File: config.mk
export PLATFORM = sky130hd
export DESIGN_NAME = tws_serial_if
export DESIGN_NICKNAME = d
export VERILOG_FILES = /design/src/rtl/tws_pkg.sv /design/src/rtl/tws_sync.sv /design/src/rtl/tws_frame.sv /design/src/rtl/tws_irq.sv /design/src/rtl/tws_serial_if.sv
export SDC_FILE = /design/constraint.sdc
export NUM_CORES = 1
export LEC_CHECK = 0
export BUFFER_PORTS_ARGS = -buffer_cell sky130_fd_sc_hd__buf_2
export CORE_MARGIN = 2
export CORE_UTILIZATION = 36
export CTS_CLUSTER_DIAMETER = 80
export DETAILED_ROUTE_END_ITERATION = 10
export GPL_ROUTABILITY_DRIVEN = 0
export PLACE_DENSITY = 0.64
export SLEW_MARGIN = 20
export SYNTH_ARGS = -nofsm -noshare
export SYNTH_HDL_FRONTEND = slang
export SYNTH_HIERARCHICAL = 1
export SYNTH_SLANG_ARGS = --single-unit
File: constraint.sdc
create_clock -name clk -period 3.73 [get_ports clk]
set_input_delay 0.5595 -clock clk [delete_from_list [all_inputs] [get_ports clk]]
set_output_delay 0.5595 -clock clk [all_outputs]
set_load 0.01 [all_outputs]
File: src/rtl/tws_pkg.sv
package tws_pkg;

    typedef enum logic [1:0] {
        ST_IDLE  = 2'd0,
        ST_SHIFT = 2'd1,
        ST_ACK   = 2'd2
    } tws_state_e;

endpackage

File: src/rtl/tws_sync.sv
// Multi-stage input synchronizer with edge detection, one lane per pin.
module tws_sync #(
    parameter int STAGES = 2,
    parameter int PINS   = 2
) (
    input  logic            clk,
    input  logic            rst_n,
    input  logic [PINS-1:0] pin_in,
    output logic [PINS-1:0] pin_lvl,
    output logic [PINS-1:0] pin_rise,
    output logic [PINS-1:0] pin_fall
);

    localparam int TOP = STAGES - 1;

    for (genvar g = 0; g < PINS; g++) begin : g_lane
        logic [STAGES-1:0] chain;
        logic              prev;

        always_ff @(posedge clk or negedge rst_n) begin
            if (!rst_n) begin
                chain <= '1;
                prev  <= 1'b1;
            end else begin
                chain <= {chain[STAGES-2:0], pin_in[g]};
                prev  <= chain[TOP];
            end
        end

        assign pin_lvl[g]  = chain[TOP];
        assign pin_rise[g] = chain[TOP] & ~prev;
        assign pin_fall[g] = ~chain[TOP] & prev;
    end

endmodule

File: src/rtl/tws_frame.sv
// Framing state machine, shifter and acknowledge handling.
module tws_frame
    import tws_pkg::*;
#(
    parameter int WORD_W = 8
) (
    input  logic              clk,
    input  logic              rst_n,
    input  logic              sc_lvl,
    input  logic              sd_lvl,
    input  logic              sc_rise,
    input  logic              sc_fall,
    input  logic              sd_rise,
    input  logic              sd_fall,
    input  logic              tx_mode,
    input  logic [WORD_W-1:0] tx_word,
    input  logic              tx_avail,
    output tws_state_e        state,
    output logic              drive_low,
    output logic [WORD_W-1:0] rx_word,
    output logic              rx_strobe,
    output logic              tx_take,
    output logic              word_done,
    output logic              nack
);

    localparam int               CW       = $clog2(WORD_W + 1);
    localparam logic [CW-1:0]    CNT_LAST = CW'(WORD_W - 1);
    localparam logic [CW-1:0]    CNT_FULL = CW'(WORD_W);

    tws_state_e        state_nxt;
    logic [CW-1:0]     bit_cnt;
    logic [WORD_W-1:0] shreg;
    logic              out_bit;
    logic              start_ev;
    logic              stop_ev;
    logic [WORD_W-1:0] load_val;

    // SC held high across the SD change (no SC edge in the same cycle)
    assign start_ev = sd_fall & sc_lvl & ~sc_rise;
    assign stop_ev  = sd_rise & sc_lvl & ~sc_rise;

    always_comb begin
        state_nxt = state;
        unique case (state)
            ST_IDLE: begin
                if (start_ev) state_nxt = ST_SHIFT;
            end
            ST_SHIFT: begin
                if (stop_ev)                                state_nxt = ST_IDLE;
                else if (start_ev)                          state_nxt = ST_SHIFT;
                else if (sc_fall && bit_cnt == CNT_FULL)    state_nxt = ST_ACK;
            end
            ST_ACK: begin
                if (stop_ev)       state_nxt = ST_IDLE;
                else if (start_ev) state_nxt = ST_SHIFT;
                else if (sc_fall)  state_nxt = ST_SHIFT;
            end
            default: state_nxt = ST_IDLE;
        endcase
    end

    always_ff @(posedge clk or negedge rst_n) begin
        if (!rst_n) state <= ST_IDLE;
        else        state <= state_nxt;
    end

    assign word_done = (state == ST_ACK) & sc_fall & ~start_ev & ~stop_ev;
    assign tx_take   = tx_mode & (start_ev | word_done);
    assign load_val  = tx_avail ? tx_word : '1;
    assign rx_strobe = (state == ST_SHIFT) & sc_rise & (bit_cnt == CNT_LAST) & ~tx_mode;
    assign rx_word   = {shreg[WORD_W-2:0], sd_lvl};

    always_ff @(posedge clk or negedge rst_n) begin
        if (!rst_n) begin
            bit_cnt <= '0;
            shreg   <= '1;
            out_bit <= 1'b1;
            nack    <= 1'b0;
        end else if (start_ev || word_done) begin
            bit_cnt <= '0;
            shreg   <= load_val;
            out_bit <= load_val[WORD_W-1];
            if (start_ev) nack <= 1'b0;
        end else if (state == ST_SHIFT && sc_rise && bit_cnt != CNT_FULL) begin
            shreg   <= {shreg[WORD_W-2:0], sd_lvl};
            bit_cnt <= bit_cnt + 1'b1;
        end else if (state == ST_SHIFT && sc_fall) begin
            out_bit <= shreg[WORD_W-1];
        end else if (state == ST_ACK && sc_rise && tx_mode) begin
            nack <= sd_lvl;
        end
    end

    always_comb begin
        drive_low = 1'b0;
        unique case (state)
            ST_IDLE:  drive_low = 1'b0;
            ST_SHIFT: drive_low = tx_mode & ~out_bit;
            ST_ACK:   drive_low = ~tx_mode;
            default:  drive_low = 1'b0;
        endcase
    end

endmodule

File: src/rtl/tws_irq.sv
// Interrupt source selection, pulse and pending latch.
module tws_irq (
    input  logic clk,
    input  logic rst_n,
    input  logic cfg_ifn,
    input  logic cfg_sim,
    input  logic cfg_sc_ie,
    input  logic cfg_sd_ie,
    input  logic sc_fall,
    input  logic sd_fall,
    input  logic word_done,
    input  logic buf_ready,
    input  logic irq_clear,
    output logic irq_pulse,
    output logic irq_pending,
    output logic wake
);

    logic pin_src;
    logic buf_src;
    logic src;

    assign pin_src = (sc_fall & cfg_sc_ie) | (sd_fall & cfg_sd_ie);
    assign buf_src = word_done & cfg_sim & buf_ready;
    assign src     = cfg_ifn ? pin_src : buf_src;

    always_ff @(posedge clk or negedge rst_n) begin
        if (!rst_n) begin
            irq_pulse   <= 1'b0;
            irq_pending <= 1'b0;
        end else begin
            irq_pulse   <= src;
            irq_pending <= src | (irq_pending & ~irq_clear);
        end
    end

    assign wake = irq_pending;

endmodule

File: src/rtl/tws_serial_if.sv
module tws_serial_if
    import tws_pkg::*;
#(
    parameter int WORD_W      = 8,
    parameter int SYNC_STAGES = 2
) (
    input  logic              clk,
    input  logic              rst_n,
    input  logic              sc_in,
    input  logic              sd_in,
    output logic              sd_drive_low,
    input  logic              cfg_tx_mode,
    input  logic              cfg_ifn,
    input  logic              cfg_sim,
    input  logic              cfg_sc_ie,
    input  logic              cfg_sd_ie,
    input  logic [WORD_W-1:0] tx_data,
    input  logic              tx_load,
    output logic              tx_empty,
    output logic [WORD_W-1:0] rx_data,
    input  logic              rx_read,
    output logic              rx_full,
    output logic              nack,
    output logic              bus_busy,
    output logic              irq_pulse,
    output logic              irq_pending,
    input  logic              irq_clear,
    output logic              wake
);

    localparam int PIN_SC = 0;
    localparam int PIN_SD = 1;

    logic [1:0]        lvl, rise, fall;
    tws_state_e        state;
    logic [WORD_W-1:0] tx_buf;
    logic [WORD_W-1:0] rx_word;
    logic              rx_strobe;
    logic              tx_take;
    logic              word_done;
    logic              buf_ready;

    tws_sync #(.STAGES(SYNC_STAGES), .PINS(2)) i_sync (
        .clk      (clk),
        .rst_n    (rst_n),
        .pin_in   ({sd_in, sc_in}),
        .pin_lvl  (lvl),
        .pin_rise (rise),
        .pin_fall (fall)
    );

    tws_frame #(.WORD_W(WORD_W)) i_frame (
        .clk       (clk),
        .rst_n     (rst_n),
        .sc_lvl    (lvl[PIN_SC]),
        .sd_lvl    (lvl[PIN_SD]),
        .sc_rise   (rise[PIN_SC]),
        .sc_fall   (fall[PIN_SC]),
        .sd_rise   (rise[PIN_SD]),
        .sd_fall   (fall[PIN_SD]),
        .tx_mode   (cfg_tx_mode),
        .tx_word   (tx_buf),
        .tx_avail  (~tx_empty),
        .state     (state),
        .drive_low (sd_drive_low),
        .rx_word   (rx_word),
        .rx_strobe (rx_strobe),
        .tx_take   (tx_take),
        .word_done (word_done),
        .nack      (nack)
    );

    // Transmit buffer: a write wins over a same-cycle consume
    always_ff @(posedge clk or negedge rst_n) begin
        if (!rst_n) begin
            tx_buf   <= '0;
            tx_empty <= 1'b1;
        end else if (tx_load) begin
            tx_buf   <= tx_data;
            tx_empty <= 1'b0;
        end else if (tx_take) begin
            tx_empty <= 1'b1;
        end
    end

    // Receive buffer: a stored word wins over a same-cycle read
    always_ff @(posedge clk or negedge rst_n) begin
        if (!rst_n) begin
            rx_data <= '0;
            rx_full <= 1'b0;
        end else if (rx_strobe) begin
            rx_data <= rx_word;
            rx_full <= 1'b1;
        end else if (rx_read) begin
            rx_full <= 1'b0;
        end
    end

    assign buf_ready = cfg_tx_mode ? (tx_empty | tx_take) : rx_full;
    assign bus_busy  = (state != ST_IDLE);

    tws_irq i_irq (
        .clk         (clk),
        .rst_n       (rst_n),
        .cfg_ifn     (cfg_ifn),
        .cfg_sim     (cfg_sim),
        .cfg_sc_ie   (cfg_sc_ie),
        .cfg_sd_ie   (cfg_sd_ie),
        .sc_fall     (fall[PIN_SC]),
        .sd_fall     (fall[PIN_SD]),
        .word_done   (word_done),
        .buf_ready   (buf_ready),
        .irq_clear   (irq_clear),
        .irq_pulse   (irq_pulse),
        .irq_pending (irq_pending),
        .wake        (wake)
    );

endmodule

==> results.md <==
- Crit-path max FO: 11
- Most common cell after layout, fill and taps aside: buf_2
- Post-synth EDFFs: 0
- Setup TNS: 0 ps
- CP arrival: 1700 ps
- Layout fillers: 588
- Post-synthesis compound-gate area fraction: 10.8%
- Ys flop type: dfrtp_1
- Clock Skew: 4.30 ps
- Hold path start: i_sync/g_lane[0].chain[0]$_DFF_PN1_
- Drt wl/cell: 13.3 µm
- Num rows: 28
- Fin area: 0.00242 mm²
- Reg2reg setup slack: 1630 ps
- Post-synth ARST share: 100%
- Synth Area per Inst: 11.6 µm²
- Post-CTS resize count: 0
- Worst Path Required: 3170 ps
- CTS tree: built
- Synth top area share: 29.9%
- DRT iter0 DRCs: 76
- Slowest CP cell: dfrtp_1
- Die X: 81.7 µm
- Final setup viols: 0
- Sequential fraction of the synthesis area: 49.2%
- FF+latch count, synth: 42
- Port bufs: 35
- WHS Path Cells: 0
- Worst Max-Slew Pin Slew: 915 ps
- Syn_nets: 213
- DRT Pass-1 Iters: 4
- ANT cells: 0
- FF-to-FF End: i_irq/irq_pulse$_DFF_PN0_
- Largest family of logic cells by synthesized area: simple AND/OR/NAND/NOR gates
- CP endpoint kind: output port
- Synth Instances: 187
- Largest net degree at the start of global routing: 43
- Area growth syn-to-layout: 11.3%
- Fin crit period: 2260 ps
- Pwr per Cell Area: 539 mW/mm²
- Starting density of the core: 37.0%
- Die Area: 0.00668 mm²
- Layout net count: 240
- Post-detail-place hpwl: 2780 µm
- Worst reg2reg startpoint: i_sync/g_lane[0].prev$_DFF_PN1_
- Via count: 1391
- Min-delay worst type: register to register
- Worst-Skew Late Latency: 290 ps
- Clock-pin slew of the registers on the worst-case setup and hold paths: 80 ps
- WHS Endpoint: i_sync/g_lane[0].chain[1]$_DFF_PN1_
- Worst VDD drop: 210 µV
- Total grt overflow: 0
- Area contributors post-synth: dfrtp_1, dfstp_2, mux2_4, buf_4, nand2_1
- # hold bufs at CTS: 0
- Drt total wl: 3860 µm
- Cells along the critical path: inv_1, ha_1, nand2_1, o22ai_1, and2_1, buf_2
- Synth Area in Adders: 3.45%
- Max Transition Viols Final: 0
- H-tree depth: 2
- Share of cells above drive strength 1: 40.9%
- Tcrit/Tclk final: 60.6%
- Antenna Nets Post-Route: 0
- Maximum clock insertion buffer count: 2
- Cell variety after synth: 41
- Post-Synth Simple-Gate Area: 16.3%
- First-pass GRT wire length: 6330 µm
- Slew margin rel.: 39.0%
- Post-Syn Area: 0.00218 mm²
- Largest stage delay, worst path: 430 ps
- RSZ-0062 raised after global routing: no
- Fmax: 0.443 GHz
- Commonest cells after routing, fill and taps aside: buf_2, dfrtp_1, nand2_1
- Final Hold Vio Count: 0
- Run status: finished, final reports clean
- Clk sinks: 42
- Multiplexer share of the synthesized area: 11.6%
- R2R cell count: 9
- Ports: 36
- Root Buffer: clkbuf_8
- Startpoint types: register
- Hold slack final: 360 ps
- Placed Area: 0.00233 mm²
- DR vias/cell: 4.80
- Core Area: 0.00589 mm²
- DR DRC count: 0
- Static leakage: 1.16 nW
- # Post-CTS Setup Buffers: 0
- Total track usage: 12.6%
- Maxcap violations: 0
- Synth warn: 6
- Vias in the first global route: 1250
- Setup CP Type: register to output port
- Initial antenna violation count: 0
- Die Ht: 81.7 µm
- Synth Area in XOR/XNOR: 0.805%
- CTS buffer count: 5
- Cell accounting for the most synthesized area: dfrtp_1
==> power by group <==
part	total (mW)	switching [mW]	internal [mW]
combinational	0.336	0.176	0.160
clock	0.311	0.158	0.153
sequential	0.658	0.0736	0.584
total	1.31	0.408	0.898
==> worst max-delay path: cells and delay by family, from the launching register on <==
kind,cells,cell delay (ps)
simple gates,2,230
flops,1,430
fa+ha+maj,1,390
buf+inv,2,240
compound gates,1,120
==> area by class of cell <==
cell class / instances / area [µm²] / area share, %
inverters: 10 / 37.5 / 1.55
flip-flops and latches: 42 / 1070 / 44.2
multi-input cells: 118 / 933 / 38.6
well taps: 75 / 93.8 / 3.88
clock buffers: 7 / 86.3 / 3.57
repair buffers: 37 / 190 / 7.86
clock inverters: 1 / 8.76 / 0.362
==> synthesized netlist by cell type, types with 4 or more instances <==
cell type  number
nor2_1          7
inv_1          10
dfrtp_1        26
nand2_1        23
buf_4          12
dfstp_2        16
ha_1            6
a31oi_1         9
nor3b_1         8
mux2_4         16
and2b_2         4
nand3_1         4
==> through the flow <==
step / utilization, % / worst slack, ps / power (mW) / cells
CTS: 41.1 / 1460 / 1.32 / 290
floorplan: - / 1810 / 0.964 / 187
detailed placement: 39.5 / 1640 / 1.00 / 282
global placement: 39.5 / 1670 / 1.00 / 282
global route: 41.1 / 1310 / 1.40 / 290
finish: 41.1 / 1470 / 1.31 / 290
==> routing by layer <==
| layer | wire (µm) | vias up | GRT usage, % |
|---|---|---|---|
| met5 | 0 | - | 0 |
| met3 | 233 | 2 | 3.08 |
| met4 | 27 | 0 | 4.50 |
| met1 | 2050 | 648 | 19.2 |
| li1 | - | 697 | - |
| met2 | 1550 | 44 | 17.0 |
==> registers in the layout, summed over array words and instances, names as in the netlist <==
name and flops:
i_irq/irq_pending 1, i_frame/state 2, rx_data 8, tx_buf 8
i_frame/out_bit 1, tx_empty 1, i_irq/irq_pulse 1, i_sync/g_lane.prev 2
i_frame/bit_cnt 4, rx_full 1, i_sync/g_lane.chain 4, i_frame/shreg 8
i_frame/nack 1
==> how the worst max path moves through the flow <==
stage | slack, ps | to | start
final | 1470 | sd_drive_low | i_frame/state[1]$_DFFE_PN0P_
after detailed placement | 1640 | i_irq/irq_pulse$_DFF_PN0_ | i_sync/g_lane[0].prev$_DFF_PN1_
after CTS | 1460 | sd_drive_low | i_frame/state[1]$_DFFE_PN0P_
after floorplan | 1810 | i_irq/irq_pending$_DFF_PN0_ | i_sync/g_lane[0].prev$_DFF_PN1_
after global placement | 1670 | i_irq/irq_pending$_DFF_PN0_ | i_sync/g_lane[0].prev$_DFF_PN1_
after global routing | 1310 | sd_drive_low | i_frame/state[1]$_DFFE_PN0P_
==> cells by family after synthesis <==
| kind of cell | after synthesis |
|---|---|
| buffers and inverters | 27 |
| AOI/OAI and AO/OA | 30 |
| xor gates and xnor gates | 2 |
| adders and majority gates | 6 |
| muxes | 17 |
| and+or+nand+nor | 63 |
| DFF | 42 |
(Power assumes the default switching activity.)
